$ cat config.mk
export PLATFORM = sky130hd
export DESIGN_NAME = exec_ctx_unit
export DESIGN_NICKNAME = d
export VERILOG_FILES = /design/src/rtl/exec_ctx_pkg.sv /design/src/rtl/ctx_mode_fsm.sv /design/src/rtl/ctx_ctrl_reg.sv /design/src/rtl/ctx_sp_bank.sv /design/src/rtl/exec_ctx_unit.sv
export SDC_FILE = /design/constraint.sdc
export NUM_CORES = 1
export LEC_CHECK = 0
export BUFFER_PORTS_ARGS = -buffer_cell sky130_fd_sc_hd__buf_2
export CORE_MARGIN = 5
export CORE_UTILIZATION = 40
export CTS_BUF_LIST = sky130_fd_sc_hd__clkbuf_16
export DETAILED_ROUTE_END_ITERATION = 10
export GPL_TIMING_DRIVEN = 0
export PLACE_DENSITY = 0.76
export SKIP_CTS_REPAIR_TIMING = 1
export SYNTH_ARGS = -nofsm -noshare
export SYNTH_HDL_FRONTEND = slang
export SYNTH_SLANG_ARGS = --single-unit
$ cat constraint.sdc
create_clock -name clk -period 2.4 [get_ports clk]
set_clock_uncertainty 0.15 [all_clocks]
set_input_delay 0 -clock clk [delete_from_list [all_inputs] [get_ports clk]]
set_output_delay 0 -clock clk [all_outputs]
set_load 0.05 [all_outputs]
$ cat src/rtl/exec_ctx_pkg.sv
package exec_ctx_pkg;
  localparam int CTRL_BITS = 2;

  typedef enum logic {
    MODE_THREAD  = 1'b0,
    MODE_HANDLER = 1'b1
  } mode_e;

  // bit 1: Thread uses process stack, bit 0: Thread code unprivileged
  typedef struct packed {
    logic use_psp;
    logic unpriv;
  } ctrl_t;
endpackage

$ cat src/rtl/ctx_mode_fsm.sv
module ctx_mode_fsm
  import exec_ctx_pkg::*;
(
  input  logic  clk,
  input  logic  rst,
  input  logic  exc_enter,
  input  logic  exc_leave,
  output mode_e mode_q,
  output logic  first_entry,
  output logic  leave_evt
);
  assign first_entry = exc_enter && (mode_q == MODE_THREAD);
  assign leave_evt   = exc_leave && !exc_enter && (mode_q == MODE_HANDLER);

  always_ff @(posedge clk) begin
    if (rst)            mode_q <= MODE_THREAD;
    else if (exc_enter) mode_q <= MODE_HANDLER;
    else if (leave_evt) mode_q <= MODE_THREAD;
  end

  assert_enter_R2: assert property (@(posedge clk) disable iff (rst)
    exc_enter |=> (mode_q == MODE_HANDLER));
  assert_leave_R2: assert property (@(posedge clk) disable iff (rst)
    (exc_leave && !exc_enter && mode_q == MODE_HANDLER) |=> (mode_q == MODE_THREAD));
  assert_thread_hold_R2: assert property (@(posedge clk) disable iff (rst)
    (mode_q == MODE_THREAD && !exc_enter) |=> (mode_q == MODE_THREAD));
endmodule

$ cat src/rtl/ctx_ctrl_reg.sv
module ctx_ctrl_reg
  import exec_ctx_pkg::*;
(
  input  logic  clk,
  input  logic  rst,
  input  logic  in_handler,
  input  logic  any_enter,
  input  logic  first_entry,
  input  logic  leave_evt,
  input  logic  wr_en,
  input  logic  wr_priv,
  input  ctrl_t wr_bits,
  output ctrl_t ctrl_q
);
  logic saved_psp_q;
  logic wr_ok;

  assign wr_ok = wr_en && wr_priv && !any_enter && !leave_evt;

  always_ff @(posedge clk) begin
    if (rst) begin
      ctrl_q      <= '0;
      saved_psp_q <= 1'b0;
    end else if (first_entry) begin
      saved_psp_q    <= ctrl_q.use_psp;
      ctrl_q.use_psp <= 1'b0;
    end else if (leave_evt) begin
      ctrl_q.use_psp <= saved_psp_q;
    end else if (wr_ok) begin
      ctrl_q.unpriv <= wr_bits.unpriv;
      if (!in_handler) ctrl_q.use_psp <= wr_bits.use_psp;
    end
  end

  assert_unpriv_drop_R7: assert property (@(posedge clk) disable iff (rst)
    (wr_en && !wr_priv && !any_enter && !leave_evt) |=> $stable(ctrl_q));
  assert_handler_sel_hold_R6: assert property (@(posedge clk) disable iff (rst)
    (in_handler && !any_enter && !leave_evt) |=> $stable(ctrl_q.use_psp));
endmodule

$ cat src/rtl/ctx_sp_bank.sv
module ctx_sp_bank #(
  parameter int SP_W       = 32,
  parameter int ALIGN_BITS = 2
) (
  input  logic            clk,
  input  logic            rst,
  input  logic [SP_W-1:0] rst_load,
  input  logic            sel_psp,
  input  logic            wr_en,
  input  logic [SP_W-1:0] wr_data,
  output logic [SP_W-1:0] sp_out
);
  localparam logic [SP_W-1:0] ALIGN_MASK = ~((SP_W)'((1 << ALIGN_BITS) - 1));

  logic [SP_W-1:0] msp_q;
  logic [SP_W-1:0] psp_q;

  always_ff @(posedge clk) begin
    if (rst)                    msp_q <= rst_load & ALIGN_MASK;
    else if (wr_en && !sel_psp) msp_q <= wr_data & ALIGN_MASK;
  end

  // process stack has no defined reset value
  always_ff @(posedge clk) begin
    if (wr_en && sel_psp) psp_q <= wr_data & ALIGN_MASK;
  end

  assign sp_out = sel_psp ? psp_q : msp_q;

  assert_psp_wr_keeps_msp_R9: assert property (@(posedge clk) disable iff (rst)
    (wr_en && sel_psp) |=> $stable(msp_q));
  assert_msp_aligned_R9: assert property (@(posedge clk) disable iff (rst)
    !sel_psp |-> (sp_out[ALIGN_BITS-1:0] == '0));
endmodule

$ cat src/rtl/exec_ctx_unit.sv
module exec_ctx_unit
  import exec_ctx_pkg::*;
#(
  parameter int SP_W     = 32,
  parameter int CTRL_W   = 32,
  parameter int SP_ALIGN = 2
) (
  input  logic              clk,
  input  logic              rst,
  input  logic [SP_W-1:0]   sp_reset_val,
  input  logic              exc_enter,
  input  logic              exc_leave,
  input  logic              ctrl_wr_en,
  input  logic              ctrl_wr_priv,
  input  logic [CTRL_W-1:0] ctrl_wr_data,
  input  logic              sp_wr_en,
  input  logic [SP_W-1:0]   sp_wr_data,
  input  logic              lr_wr_en,
  input  logic [SP_W-1:0]   lr_wr_data,
  output logic              handler_mode,
  output logic              privileged,
  output logic [SP_W-1:0]   sp_active,
  output logic [CTRL_W-1:0] ctrl_rdata,
  output logic [SP_W-1:0]   lr_value
);
  localparam int PAD_W = CTRL_W - CTRL_BITS;

  mode_e mode_q;
  logic  first_entry, leave_evt, in_handler, sel_psp;
  ctrl_t ctrl_q, wr_bits;
  logic [SP_W-1:0] lr_q;

  assign in_handler = (mode_q == MODE_HANDLER);
  assign wr_bits    = ctrl_t'(ctrl_wr_data[CTRL_BITS-1:0]);

  ctx_mode_fsm u_mode (
    .clk(clk), .rst(rst), .exc_enter(exc_enter), .exc_leave(exc_leave),
    .mode_q(mode_q), .first_entry(first_entry), .leave_evt(leave_evt)
  );

  ctx_ctrl_reg u_ctrl (
    .clk(clk), .rst(rst), .in_handler(in_handler), .any_enter(exc_enter),
    .first_entry(first_entry), .leave_evt(leave_evt), .wr_en(ctrl_wr_en),
    .wr_priv(ctrl_wr_priv), .wr_bits(wr_bits), .ctrl_q(ctrl_q)
  );

  assign sel_psp = !in_handler && ctrl_q.use_psp;

  ctx_sp_bank #(.SP_W(SP_W), .ALIGN_BITS(SP_ALIGN)) u_sp (
    .clk(clk), .rst(rst), .rst_load(sp_reset_val), .sel_psp(sel_psp),
    .wr_en(sp_wr_en), .wr_data(sp_wr_data), .sp_out(sp_active)
  );

  always_ff @(posedge clk) begin
    if (rst)           lr_q <= '1;
    else if (lr_wr_en) lr_q <= lr_wr_data;
  end

  assign handler_mode = in_handler;
  assign privileged   = in_handler || !ctrl_q.unpriv;
  assign ctrl_rdata   = {{PAD_W{1'b0}}, ctrl_q};
  assign lr_value     = lr_q;

  assert_reset_state_R1: assert property (@(posedge clk)
    rst |=> (!handler_mode && privileged && ctrl_rdata == '0 && lr_value == '1));
  assert_handler_priv_R3: assert property (@(posedge clk) disable iff (rst)
    handler_mode |-> privileged);
  assert_handler_sel_zero_R5: assert property (@(posedge clk) disable iff (rst)
    handler_mode |-> (ctrl_rdata[1] == 1'b0));
  assert_event_write_drop_R11: assert property (@(posedge clk) disable iff (rst)
    (ctrl_wr_en && exc_enter && handler_mode) |=> $stable(ctrl_rdata));
endmodule

## After elaboration in Yosys (flattened, before gate mapping)

Index checks and enable logic that the tools add are counted.

| cells by class | value |
|---|---|
| $add $sub $neg | 0 |
| multipliers | 0 |
| div/mod/pow operators | 0 |
| order comparisons | 0 |
| equality and inequality tests | 1 |
| shift operators | 0 |
| muxes and demuxes | 8 |
| bitwise logic cells | 3 |
| reductions and logical operators | 21 |

Operator list:

| operator | count |
|---|---|
| two-way mux 32 bit | 3 |
| logical AND 1 bit | 9 |
| nonzero test 2 bit | 3 |
| logical NOT 1 bit | 5 |
| two-way mux 1 bit | 4 |
| inverter 1 bit | 3 |
| AND reduction 3 bit | 1 |
| two-way mux 2 bit | 1 |
| inequality test 2 x 1 -> 1 bit (second input constant) | 1 |
| AND reduction 2 bit | 1 |
| OR reduction 2 bit | 1 |
| logical OR 1 bit | 1 |

| word-level totals | value |
|---|---|
| register bits after elaboration | 96 |
| latch bits | 0 |
| memory bits (writable) | 0 |
| ROM bits | 0 |
| bits of input ports | 136 |
| output and inout port bits | 98 |
| logic and storage cells | 40 |
| memories kept | 0 |

## Depth between registers and ports, before layout

Gate-level depths: netlist of the first run.

| logic depth | value |
|---|---|
| depth in word-level cells | 7 |
| gate-level depth with buffers | 5 |
| gate-level depth less buffers | 3 |

## Hierarchy

From an unflattened synthesis of the first run, not the netlist that was laid out.

| second synthesis, totals | value |
|---|---|
| cells, all modules | 294 |
| area, all modules | 4349.2 µm² |

By module, submodules not included:

| module | times used | cells an instance | area an instance (µm²) | sequential area each (µm²) |
|---|---|---|---|---|
| ctx_sp_bank | 1 | 133 | 2715.1 | 1801.7 |
| exec_ctx_unit | 1 | 139 | 1441.4 | 640.6 |
| ctx_ctrl_reg | 1 | 16 | 142.6 | 60.1 |
| ctx_mode_fsm | 1 | 6 | 50.0 | 20.0 |

## Worst setup path after synthesis of the first run

No wires, ideal clock.

| timing path | value |
|---|---|
| kind | reg2reg |
| start | register u_ctrl.ctrl_q[1] (netlist name) |
| end | register u_sp.psp_q[10], enable pin |
| library setup time | 0.417 ns |
| data arrival time | 2.354 ns |
| required time | 1.833 ns |
| path slack | -0.521 ns |
| stages on the path, launching flop included | 5 |
| buffers on the path | 2 |
| clock period less this slack | 2.921 ns |
| path through | dfxtp_1 > nand2b_1 > buf_6 > buf_8 > nor2_1 |

| on the way | value |
|---|---|
| cells in the longest elaborated chain, start to end | 2 |

Ends and longest elaborated chain:

| item | line | source |
|---|---|---|
| logical AND 1 bit | exec_ctx_unit.sv:47 | `assign sel_psp = !in_handler && ctrl_q.use_psp;` |
| logical AND 1 bit | ctx_sp_bank.sv:25 | `if (wr_en && sel_psp) psp_q <= wr_data & ALIGN_MASK;` |
| end signal, assigned | ctx_sp_bank.sv:25 |  |
| end, declared | ctx_sp_bank.sv:16 | `logic [SP_W-1:0] psp_q;` |

No other way between the ends.
A chain may end at the register's enable or synchronous reset.

## Worst setup path in the final report of the first run

| timing path | value |
|---|---|
| start | register u_mode.mode_q |
| end | register u_sp.msp_q[14], enable pin |

| on the way | value |
|---|---|
| cells in the longest elaborated chain, start to end | 5 |

Ends and longest elaborated chain:

| item | line | source |
|---|---|---|
| start, declared | ctx_mode_fsm.sv:8 | `output mode_e mode_q,` |
| start signal, assigned | ctx_mode_fsm.sv:16 | `if (rst) mode_q <= MODE_THREAD;` |
| start signal, assigned | ctx_mode_fsm.sv:17 | `else if (exc_enter) mode_q <= MODE_HANDLER;` |
| start signal, assigned | ctx_mode_fsm.sv:18 | `else if (leave_evt) mode_q <= MODE_THREAD;` |
| logical NOT 1 bit | -- |  |
| logical AND 1 bit | exec_ctx_unit.sv:47 |  |
| logical NOT 1 bit | ctx_sp_bank.sv:20 | `else if (wr_en && !sel_psp) msp_q <= wr_data & ALIGN_MASK;` |
| logical AND 1 bit | ctx_sp_bank.sv:20 |  |
| nonzero test 2 bit (no line) | -- |  |
| end signal, assigned | ctx_sp_bank.sv:19 | `if (rst) msp_q <= rst_load & ALIGN_MASK;` |
| end signal, assigned | ctx_sp_bank.sv:20 |  |
| end, declared | ctx_sp_bank.sv:15 | `logic [SP_W-1:0] msp_q;` |

No other way between the ends.

==> impl_results.md, run 1 <==
- CTS clock-pin slew for the worst setup and hold paths: ~0.070 ns
- # placed instances: ~620
- Die X: 113 um
- First-pass iteration count of the detailed router: 4
- Syn Inst Count: a little under 300
- Worst setup slack after layout: ~0.24 ns
- Via Count: 3,331
- Worst-skew pair later-pin latency: between 0.3 and 0.4 ns
- Library cell with the highest instance count after synthesis: sky130_fd_sc_hd__edfxtp_1
- Share of the clock period used by the worst path: 0.900
- Ratio of total power to cell area: 638 nW/um2
- Area growth from synthesis to final layout: 57.6%
- Clock tree from TritonCTS: yes
- Routed len/inst: about 16 um
- CP startpoint kind: flip-flop
- Seq cells post-synth: 96
- Leakage: 3.09 nW
- Number of antenna cells inserted: 0
- Number of antenna violations at the first check in global routing: 0
- Period minus WS final: 2.16 ns
- CTS Buf Count: 9
- DRC marker count from the first detailed-route iteration: between 100 and 150
- CTS Buffer Depth: 2
- Failing checks: negative hold slack
- Cell Area, Synth: ~4200 um2
- Worst slew margin relative to its limit: 0.422
- Type of the worst min-delay path: in -> reg
- Post-placement setup slack: slightly below 0.2 ns
- Antenna-violating nets left: 0
- Die ar.: between 10,000 and 15,000 um2
- Critical Path, Cell by Cell: nand2b_1 > buf_6 > buf_8 > nand2_1 > nand2_2
- Run status: complete, but fails checks
- Global-route wire length before repair: 14,900 um
- Net count reported at finish: between 700 and 800
- # setup viols final: 0
- Number of global-route vias before repair: 3,054
- Required time worst endpoint: around 2.2 ns
- Worst Path Max Fanout: 30
- Biggest area consumer among synthesized cells: sky130_fd_sc_hd__edfxtp_1
- Distinct cell type count after synthesis: 23
- Post-synthesis area per instance: 14.6 um2
- Initial Utilization: 0.411
- Count of pins over their slew limit: 0
- Crit path arrival time: slightly below 2 ns
- Number of standard cells in the final layout excluding fillers: between 700 and 800
- Portion of the post-synthesis area used by sequential elements: 0.594
- Type of destination of the critical path: flip-flop
- Sinks on Clock Net: between 90 and 100
- Worst-case hold slack: -0.0274 ns
- Wire length reported by the detailed router: approximately 12,000 um
- Critical setup path kind: reg -> reg
- Max-capacitance violation count: 0
- Number of synthesized flops with an enable pin: 60
- Per-cell via count in the routed design: ~4.5
- H-Tree Depth: 3
- Proportion of synthesized flip-flops having asynchronous set or reset: 0
- Worst VDD drop: ~0.34 mV
- Maximum frequency from static timing analysis: around 460 MHz
- Final total negative setup slack: 0 ns
- Remaining global-route overflow: 0
- Main synth FF type: sky130_fd_sc_hd__edfxtp_1
- Fraction of the core area covered by cells at the end of the flow: 0.648
- Commonest cells post-synth: sky130_fd_sc_hd__edfxtp_1, sky130_fd_sc_hd__nand2_1, sky130_fd_sc_hd__dfxtp_1
- Routability Congestion: around 0.74
- Global routing usage summed across all routing layers: 0.146
- Pin slew with the least headroom to its limit: ~0.86 ns
- CTS Root Buffer Type: sky130_fd_sc_hd__clkbuf_16
- Floorplan core area: a little over 10,000 um2
- PortBufs: about 170
- DPL Wire Length: 7260 um
- RSZ-0062 raised after global routing: false
- Fraction of layout instances using a drive strength above 1: 0.473
- Num ports: ~230
- Pin count of the biggest net entering global routing: 31
- Die height: 113 um
- Library cell contributing the largest single delay on the critical path: sky130_fd_sc_hd__nand2_2
- Std-Cell Rows: 37
- Area contributors post-synth: sky130_fd_sc_hd__edfxtp_1, sky130_fd_sc_hd__dfxtp_1, sky130_fd_sc_hd__mux2_4
- Largest stage delay on the critical path: 0.56 ns
- Area share of the largest cell type after synthesis: 0.425
- Count of unresolved DRC violations after routing: 0
- Count of yosys warnings during synthesis: 0
- Number of hold-slack violations in the final timing report: 1
## cell usage in the layout, fill, tap and decap left out, types with 3 or more instances in the layout
master	instances
sky130_fd_sc_hd__mux2_4	28
sky130_fd_sc_hd__clkinvlp_4	4
sky130_fd_sc_hd__nand2b_1	3
sky130_fd_sc_hd__nand2_1	36
sky130_fd_sc_hd__dlygate4sd3_1	104
sky130_fd_sc_hd__buf_1	3
sky130_fd_sc_hd__conb_1	32
sky130_fd_sc_hd__buf_4	32
sky130_fd_sc_hd__edfxtp_1	60
sky130_fd_sc_hd__clkbuf_16	9
sky130_fd_sc_hd__dfxtp_1	36
sky130_fd_sc_hd__buf_2	173
sky130_fd_sc_hd__mux2i_1	34
sky130_fd_sc_hd__mux2_2	32
## power by group
part,switching (mW),internal [mW]
combinational,0.633,0.414
clock,0.624,0.709
sequential,0.0362,1.85
## state kept, by name (all words and copies together), names as in the netlist
name,cells
u_sp.psp_q,30
u_ctrl.ctrl_q,2
u_ctrl.saved_psp_q,1
u_mode.mode_q,1
u_sp.msp_q,30
lr_value,32
## per-layer routing
metal  part of all wire  global-route usage  up-vias  wire (um)
li1                   -                   -     1596          -
met1               0.38               0.166     1572       4500
met2               0.52               0.248      148       6070
met3              0.082              0.0572       15        966
met4              0.015              0.0545        0        178
met5                  0                   0        -          0
## cells by family after synthesis
group | share of synthesized area
compound gates | 0.00767
other cells | 0.000884
mux | 0.264
buf+inv | 0.0870
flops | 0.594
simple gates | 0.0460
## cell type report
cell class | instances | area [um2]
Clock buffer | 9 | 225
Buffer | 47 | 358
Inverter | 3 | 11.3
Tap cell | 136 | 170
Fill cell | 740 | 3630
Clock inverter | 7 | 56.3
Multi-Input combinational cell | 176 | 1480
Sequential cell | 96 | 2520
Timing Repair Buffer | 269 | 1870
## per-stage QoR
stage / hold WS [ns] / power [mW] / area, um2
after global routing: 0.0217 / 4.43 / 6690
after global placement: 0.0407 / 2.80 / 5370
after CTS: -0.316 / 4.16 / 5650
after floorplan: -0.0511 / 2.61 / 4370
final: -0.0274 / 4.26 / 6690
after detailed placement: 0.0434 / 2.82 / 5370
## final timing paths
kind | start | to | slack (ns) | cells after the start
worst min-delay path | rst | lr_value[1] | -0.03 | 3
worst max-delay path | u_mode.mode_q | u_sp.msp_q[14] | 0.24 | 5
worst min register to register | lr_value[23] | lr_value[23] | 0.32 | 2
worst max register to register | u_mode.mode_q | u_sp.msp_q[14] | 0.24 | 5
## worst max-delay path, delay by kind of cell (launching register included)
family,cells,cell delay [ns]
buffers and inverters,2,0.32
AND/OR/NAND/NOR,3,0.82
flip-flops,1,0.48
(Power assumes the default switching activity.)
==> run 2: changes to the inputs <==
CORE_UTILIZATION = 38   (was 40)
PLACE_DENSITY = 0.73   (was 0.76)
==> run 2 against run 1 <==
  * The flow still finishes with violations (negative hold slack)
  * Global-route usage is 0.51 points lower
  * Sequential cell count unchanged
  * Critical path depth did not move
  * Sequential power is essentially flat
  * Power increased by 0.21%
==> impl_results.md, run 2 (synthesized netlist as in run 1, its figures left out) <==
- Count of unresolved DRC violations after routing: 0 (unchanged)
- Crit path arrival time: 1.96 ns (was 1.98 ns)
- Fraction of layout instances using a drive strength above 1: 0.472 (was 0.473)
- Number of antenna violations at the first check in global routing: 0 (unchanged)
- DPL Wire Length: 7280 um (was 7260 um)
- Worst Path Max Fanout: 30 (unchanged)
- Leading cell types in the layout, fill and taps excluded: sky130_fd_sc_hd__buf_2, sky130_fd_sc_hd__dlygate4sd3_1, sky130_fd_sc_hd__edfxtp_1 (unchanged)
- Worst Hold Depth: 3 (unchanged)
- Max-capacitance violation count: 0 (unchanged)
- RR Endpoint: u_sp.msp_q[19] (was u_sp.msp_q[14])
- Worst-skew pair later-pin latency: 0.32 ns (was 0.33 ns)
- Launch instance of the worst register-to-register path: u_mode.mode_q (unchanged)
- Sinks on Clock Net: 96 (unchanged)
- CTS Buf Count: 9 (unchanged)
- Type of destination of the critical path: flip-flop (unchanged)
- CTS Buffer Depth: 2 (unchanged)
- Fillers: 811 (was 740)
- Largest stage delay on the critical path: 0.57 ns (was 0.56 ns)
- Global routing usage summed across all routing layers: 0.141 (was 0.146)
- Leakage: 3.11 nW (was 3.09 nW)
- Std-Cell Rows: 38 (was 37)
- CP startpoint kind: flip-flop (unchanged)
- Remaining global-route overflow: 0 (unchanged)
- Routability Congestion: 0.751 (was 0.739)
- Global-route wire length before repair: 14,700 um (was 14,900 um)
- Ratio of total power to cell area: 639 nW/um2 (was 638 nW/um2)
- Die X: 116 um (was 113 um)
- Pin slew with the least headroom to its limit: 0.872 ns (was 0.864 ns)
- Maximum frequency from static timing analysis: 465 MHz (was 463 MHz)
- Type of the worst min-delay path: in -> reg (unchanged)
- Period minus WS final: 2.15 ns (was 2.16 ns)
- Die ar.: 13,400 um2 (was 12,800 um2)
- Number of antenna cells inserted: 0 (unchanged)
- Critical Path, Cell by Cell: nand2b_1 > buf_6 > buf_8 > nand2_1 > nand2_2 (unchanged)
- Worst slew margin relative to its limit: 0.417 (was 0.422)
- Number of hold-slack violations in the final timing report: 2 (was 1)
- H-Tree Depth: 3 (unchanged)
- Number of buffers and inverters on the critical path: 2 (unchanged)
- Routed len/inst: 15.7 um (was 15.8 um)
- Pin count of the biggest net entering global routing: 31 (unchanged)
- Share of the clock period used by the worst path: 0.897 (was 0.900)
- First-pass iteration count of the detailed router: 4 (unchanged)
- Antenna-violating nets left: 0 (unchanged)
- PortBufs: 165 (unchanged)
- Per-cell via count in the routed design: 4.46 (was 4.48)
- Required time worst endpoint: 2.20 ns (was 2.22 ns)
- Footprint of the flip-flops and latches: 2520 um2 (unchanged)
- CTS clock-pin slew for the worst setup and hold paths: 0.06 ns (was 0.07 ns)
- Num ports: 234 (unchanged)
- Most common library cell in the layout ignoring fill and taps: sky130_fd_sc_hd__buf_2 (unchanged)
- Critical setup path kind: reg -> reg (unchanged)
- Initial Utilization: 0.390 (was 0.411)
- Die height: 116 um (was 113 um)
- Clock tree from TritonCTS: yes (unchanged)
- Hold path startpoint: rst (unchanged)
- Number of global-route vias before repair: 3,084 (was 3,054)
- Depth of the worst register-to-register path: 5 (unchanged)
- Worst VDD drop: 0.475 mV (was 0.343 mV)
- Library cell contributing the largest single delay on the critical path: sky130_fd_sc_hd__nand2_2 (unchanged)
- # setup viols final: 0 (unchanged)
- Largest delay contributor family on the critical path: simple AND/OR/NAND/NOR gates (unchanged)
- Fraction of the core area covered by cells at the end of the flow: 0.614 (was 0.648)
- Final total negative setup slack: 0 ns (unchanged)
- RSZ-0062 raised after global routing: false (unchanged)
- CTS Root Buffer Type: sky130_fd_sc_hd__clkbuf_16 (unchanged)
- Endpoint of the worst hold-timing path: lr_value[0] (was lr_value[1])
- Failing checks: negative hold slack (unchanged)
- Floorplan core area: 10,900 um2 (was 10,300 um2)
- Run status: complete, but fails checks (unchanged)
- Worst-case hold slack: -0.0117 ns (was -0.0274 ns)
- Area growth from synthesis to final layout: 57.5% (was 57.6%)
- Net count reported at finish: 737 (was 738)
- Multi-input gate area in the final layout: 1480 um2 (unchanged)
- Via Count: 3,326 (was 3,331)
- Flip-flop count of the largest register after layout: 32 (unchanged)
- Count of pins over their slew limit: 0 (unchanged)
- Worst R2R Setup Slack: 0.25 ns (was 0.24 ns)
- DRC marker count from the first detailed-route iteration: 64 (was 136)
- Wire length reported by the detailed router: 11,700 um (about the same)
[run 2: changes by cell type in the layout (fill, tap and decap cells not counted), sizes merged]
cell / delta
dlygate4sd3: -1
inv: +1
clkinv: +1
clkbuf: +1
clkinvlp: -3
[run 2: worst max-delay path by stage]
stage	cells after the start	slack [ns]	endpoint	start
finish	5	0.25	u_sp.msp_q[19]	u_mode.mode_q
CTS	5	0.20	u_sp.msp_q[19]	u_mode.mode_q
global route	5	0.1	u_sp.msp_q[19]	u_mode.mode_q
detailed placement	5	0.22	u_sp.msp_q[17]	u_mode.mode_q
floorplan	5	0.24	u_sp.msp_q[10]	u_mode.mode_q
global placement	5	0.22	u_sp.msp_q[17]	u_mode.mode_q
[run 2: through the flow]
step / std cells / hold slack, ns / setup WS, ns / power (mW) / instance area (um2)
after floorplan: 322 / -0.0511 / 0.237 / 2.61 / 4370
after global placement: 627 / 0.0403 / 0.223 / 2.80 / 5370
after detailed placement: 627 / 0.0422 / 0.220 / 2.82 / 5370
after CTS: 643 / -0.310 / 0.199 / 4.17 / 5660
after global routing: 746 / 0.0346 / 0.0993 / 4.43 / 6690
final: 746 / -0.0117 / 0.248 / 4.27 / 6690
[run 2: layout make-up]
type,count,share of cell area
multi-input combinational,176,0.221
clock inverter,6,0.00505
buffer,47,0.0535
inverter,3,0.00168
timing repair buffer,268,0.278
sequential,96,0.377
clock buffer,10,0.0374
tap,140,0.0262
[run 2: layer usage]
layer / share of wire / GRT usage / up-vias
met5: 0 / 0 / -
met4: 0.017 / 0.0394 / 0
met3: 0.093 / 0.0580 / 16
met2: 0.53 / 0.250 / 166
met1: 0.36 / 0.156 / 1554
li1: - / - / 1590
[run 2: worst reg2reg max path: cells and delay by family (launching register included)]
kind	cells	cell delay, ns
buffers and inverters	2	0.31
and+or+nand+nor	3	0.81
DFF	1	0.48
[run 2: report_power, final]
part	internal [mW]	switching [mW]
Combinational	0.413	0.630
Clock	0.757	0.587
Sequential	1.85	0.0372
Total	3.02	1.25
==> run 3: changes to the inputs <==
PLACE_DENSITY = 0.7   (was 0.73)
clock period = 2.2 ns   (was 2.4 ns; I/O delays follow)
==> run 3 against run 2 <==
  * The run still ends with negative hold slack left
  * Power is 9.7% higher
  * Register-to-register slack worse by 0.11 ns
  * Wire length is 0.32% lower
  * Clock power is 11% higher
  * Sequential cell count stayed put
  * Die area stayed put
  * Critical path depth is 1 lower
  * Fmax is 4.4% higher
  * Core utilization is 0.18 points higher
  * Non-clock buffer count is 1 higher
  * Design area is 0.30% higher
  * Critical path type unchanged
  * Largest cell class unchanged
==> impl_results.md, run 3 (synthesized netlist as in run 1, its figures left out) <==
- Period minus WS final: 2.06 ns (was 2.15 ns)
- Number of antenna violations at the first check in global routing: 0 (unchanged)
- Net count reported at finish: 739 (was 737)
- Routed len/inst: 15.6 um (was 15.7 um)
- DRC marker count from the first detailed-route iteration: 96 (was 64)
- Proportion of total power due to net switching: 0.289 (was 0.293)
- Failing checks: negative hold slack (unchanged)
- Number of antenna cells inserted: 0 (unchanged)
- Hold path startpoint: exc_enter (was rst)
- PortBufs: 165 (unchanged)
- Part of the power in registers: 0.439 (was 0.442)
- Via Count: 3,336 (was 3,326)
- Worst VDD drop: 0.445 mV (was 0.475 mV)
- Clock share of power: 0.317 (was 0.314)
- Wire length reported by the detailed router: 11,700 um (about the same)
- Pin count of the biggest net entering global routing: 31 (unchanged)
- Die X: 116 um (unchanged)
- Internal power of the cells: 3.33 mW (was 3.02 mW)
- Worst setup path startpoint: u_mode.mode_q (unchanged)
- Leading cell types in the layout, fill and taps excluded: sky130_fd_sc_hd__buf_2, sky130_fd_sc_hd__dlygate4sd3_1, sky130_fd_sc_hd__edfxtp_1 (unchanged)
- Crit path arrival time: 1.87 ns (was 1.96 ns)
- Global-route wire length before repair: 14,700 um (about the same)
- Antenna-violating nets left: 0 (unchanged)
- Run status: complete, but fails checks (unchanged)
- Remaining global-route overflow: 0 (unchanged)
- # placed instances: 627 (unchanged)
- Flip-flop count of the largest register after layout: 32 (unchanged)
- Worst Path Max Fanout: 15 (was 30)
- Worst-case hold slack: -0.0268 ns (was -0.0117 ns)
- CP startpoint kind: flip-flop (unchanged)
- Worst R2R Setup Slack: 0.14 ns (was 0.25 ns)
- Worst slew margin relative to its limit: 0.460 (was 0.417)
- Leakage: 3.11 nW (about the same)
- Share of the clock period used by the worst path: 0.937 (was 0.897)
- Ratio of total power to cell area: 699 nW/um2 (was 639 nW/um2)
- Sinks on Clock Net: 96 (unchanged)
- RR Endpoint: u_sp.psp_q[3] (was u_sp.msp_q[19])
- Capturing element of the worst setup path: u_sp.psp_q[3] (was u_sp.msp_q[19])
- Required time worst endpoint: 2.01 ns (was 2.20 ns)
- CTS Root Buffer Type: sky130_fd_sc_hd__clkbuf_16 (unchanged)
- Type of destination of the critical path: flip-flop (unchanged)
- Std-Cell Rows: 38 (unchanged)
- Count of unresolved DRC violations after routing: 0 (unchanged)
- Most common library cell in the layout ignoring fill and taps: sky130_fd_sc_hd__buf_2 (unchanged)
- Num ports: 234 (unchanged)
- Die height: 116 um (unchanged)
- Global routing usage summed across all routing layers: 0.142 (was 0.141)
- # setup viols final: 0 (unchanged)
- Maximum frequency from static timing analysis: 485 MHz (was 465 MHz)
- Sw Pwr: 1.35 mW (was 1.25 mW)
- Type of the worst min-delay path: in -> reg (unchanged)
- Depth of the worst register-to-register path: 4 (was 5)
- Die ar.: 13,400 um2 (unchanged)
- Area growth from synthesis to final layout: 58.0% (was 57.5%)
- Pin slew with the least headroom to its limit: 0.809 ns (was 0.872 ns)
- Max-capacitance violation count: 0 (unchanged)
- Fraction of layout instances using a drive strength above 1: 0.467 (was 0.472)
- First-pass iteration count of the detailed router: 4 (unchanged)
- Final total negative setup slack: 0 ns (unchanged)
- Routability Congestion: 0.766 (was 0.751)
- Critical setup path kind: reg -> reg (unchanged)
- CTS Buf Count: 9 (unchanged)
- Floorplan core area: 10,900 um2 (unchanged)
- RSZ-0062 raised after global routing: false (unchanged)
- Number of hold-slack violations in the final timing report: 4 (was 2)
- Worst-skew pair later-pin latency: 0.33 ns (was 0.32 ns)
- CTS clock-pin slew for the worst setup and hold paths: 0.06 ns (about the same)
- DPL Wire Length: 7340 um (was 7280 um)
- Count of pins over their slew limit: 0 (unchanged)
- Launch instance of the worst register-to-register path: u_mode.mode_q (unchanged)
- H-Tree Depth: 3 (unchanged)
- Per-cell via count in the routed design: 4.46 (about the same)
- Total design power: 4.69 mW (was 4.27 mW)
- CTS Buffer Depth: 2 (unchanged)
- Initial Utilization: 0.390 (unchanged)
- Combinational power share: 0.244 (about the same)
- Clock tree from TritonCTS: yes (unchanged)
- Number of global-route vias before repair: 2,981 (was 3,084)
- Number of standard cells in the final layout excluding fillers: 748 (was 746)
## run 3: changes by cell type in the layout (fill, tap and decap cells not counted), sizes merged
cell and change:
nor2 +1, clkbuf -1, bufinv +1, dlygate4sd3 +1
## run 3: worst min-delay path by stage
stage                    endpoint  depth (start not counted)  slack (ns)
2_1_floorplan      u_sp.psp_q[10]                          0       -0.05
3_3_place_gp       u_sp.psp_q[24]                          1        0.04
3_5_place_dp        u_sp.psp_q[8]                          1        0.04
4_1_cts             u_sp.psp_q[2]                          1       -0.31
5_1_grt        u_ctrl.saved_psp_q                          4      0.0008
6_report       u_ctrl.saved_psp_q                          4       -0.03
## run 3: power groups by stage
stage               Sequential, mW  Combinational, mW  Clock, mW
floorplan                     2.22              0.628          0
global placement              2.09              0.972          0
detailed placement            2.09              0.984          0
CTS                           2.06              0.985       1.53
global route                  2.07               1.20       1.59
finish                        2.06               1.14       1.49
## run 3: cell type report
| cell class | instances | area [um2] |
|---|---|---|
| timing repair buffer | 269 | 1870 |
| clock inverter | 7 | 57.6 |
| fill | 821 | 4180 |
| sequential | 96 | 2520 |
| inverter | 3 | 11.3 |
| clock buffer | 9 | 225 |
| multi-input combinational | 177 | 1490 |
| buffer | 47 | 358 |
| tap | 140 | 175 |
## run 3: critical path: stages, from the launching register on
cell                       delay [ns]
sky130_fd_sc_hd__dfxtp_1         0.40
sky130_fd_sc_hd__nand2b_1        0.20
sky130_fd_sc_hd__buf_6           0.14
sky130_fd_sc_hd__buf_8           0.15
sky130_fd_sc_hd__nor2_2          0.64
## run 3: through the flow
step	hold WS [ns]	setup WS [ns]	util	area (um2)
floorplan	-0.0511	0.0372	-	4370
global placement	0.0401	-0.0339	0.493	5370
detailed placement	0.0420	-0.0432	0.493	5370
CTS	-0.312	-0.0496	0.519	5650
global route	0.000795	0.0216	0.616	6710
finish	-0.0268	0.139	0.616	6710
## run 3: layer usage
metal  global-route usage  up-vias  part of all wire
met3               0.0460       21             0.086
met5                    0        -                 0
met2                0.248      151              0.51
met4               0.0565        0             0.023
met1                0.162     1569              0.38
li1                     -     1595                 -
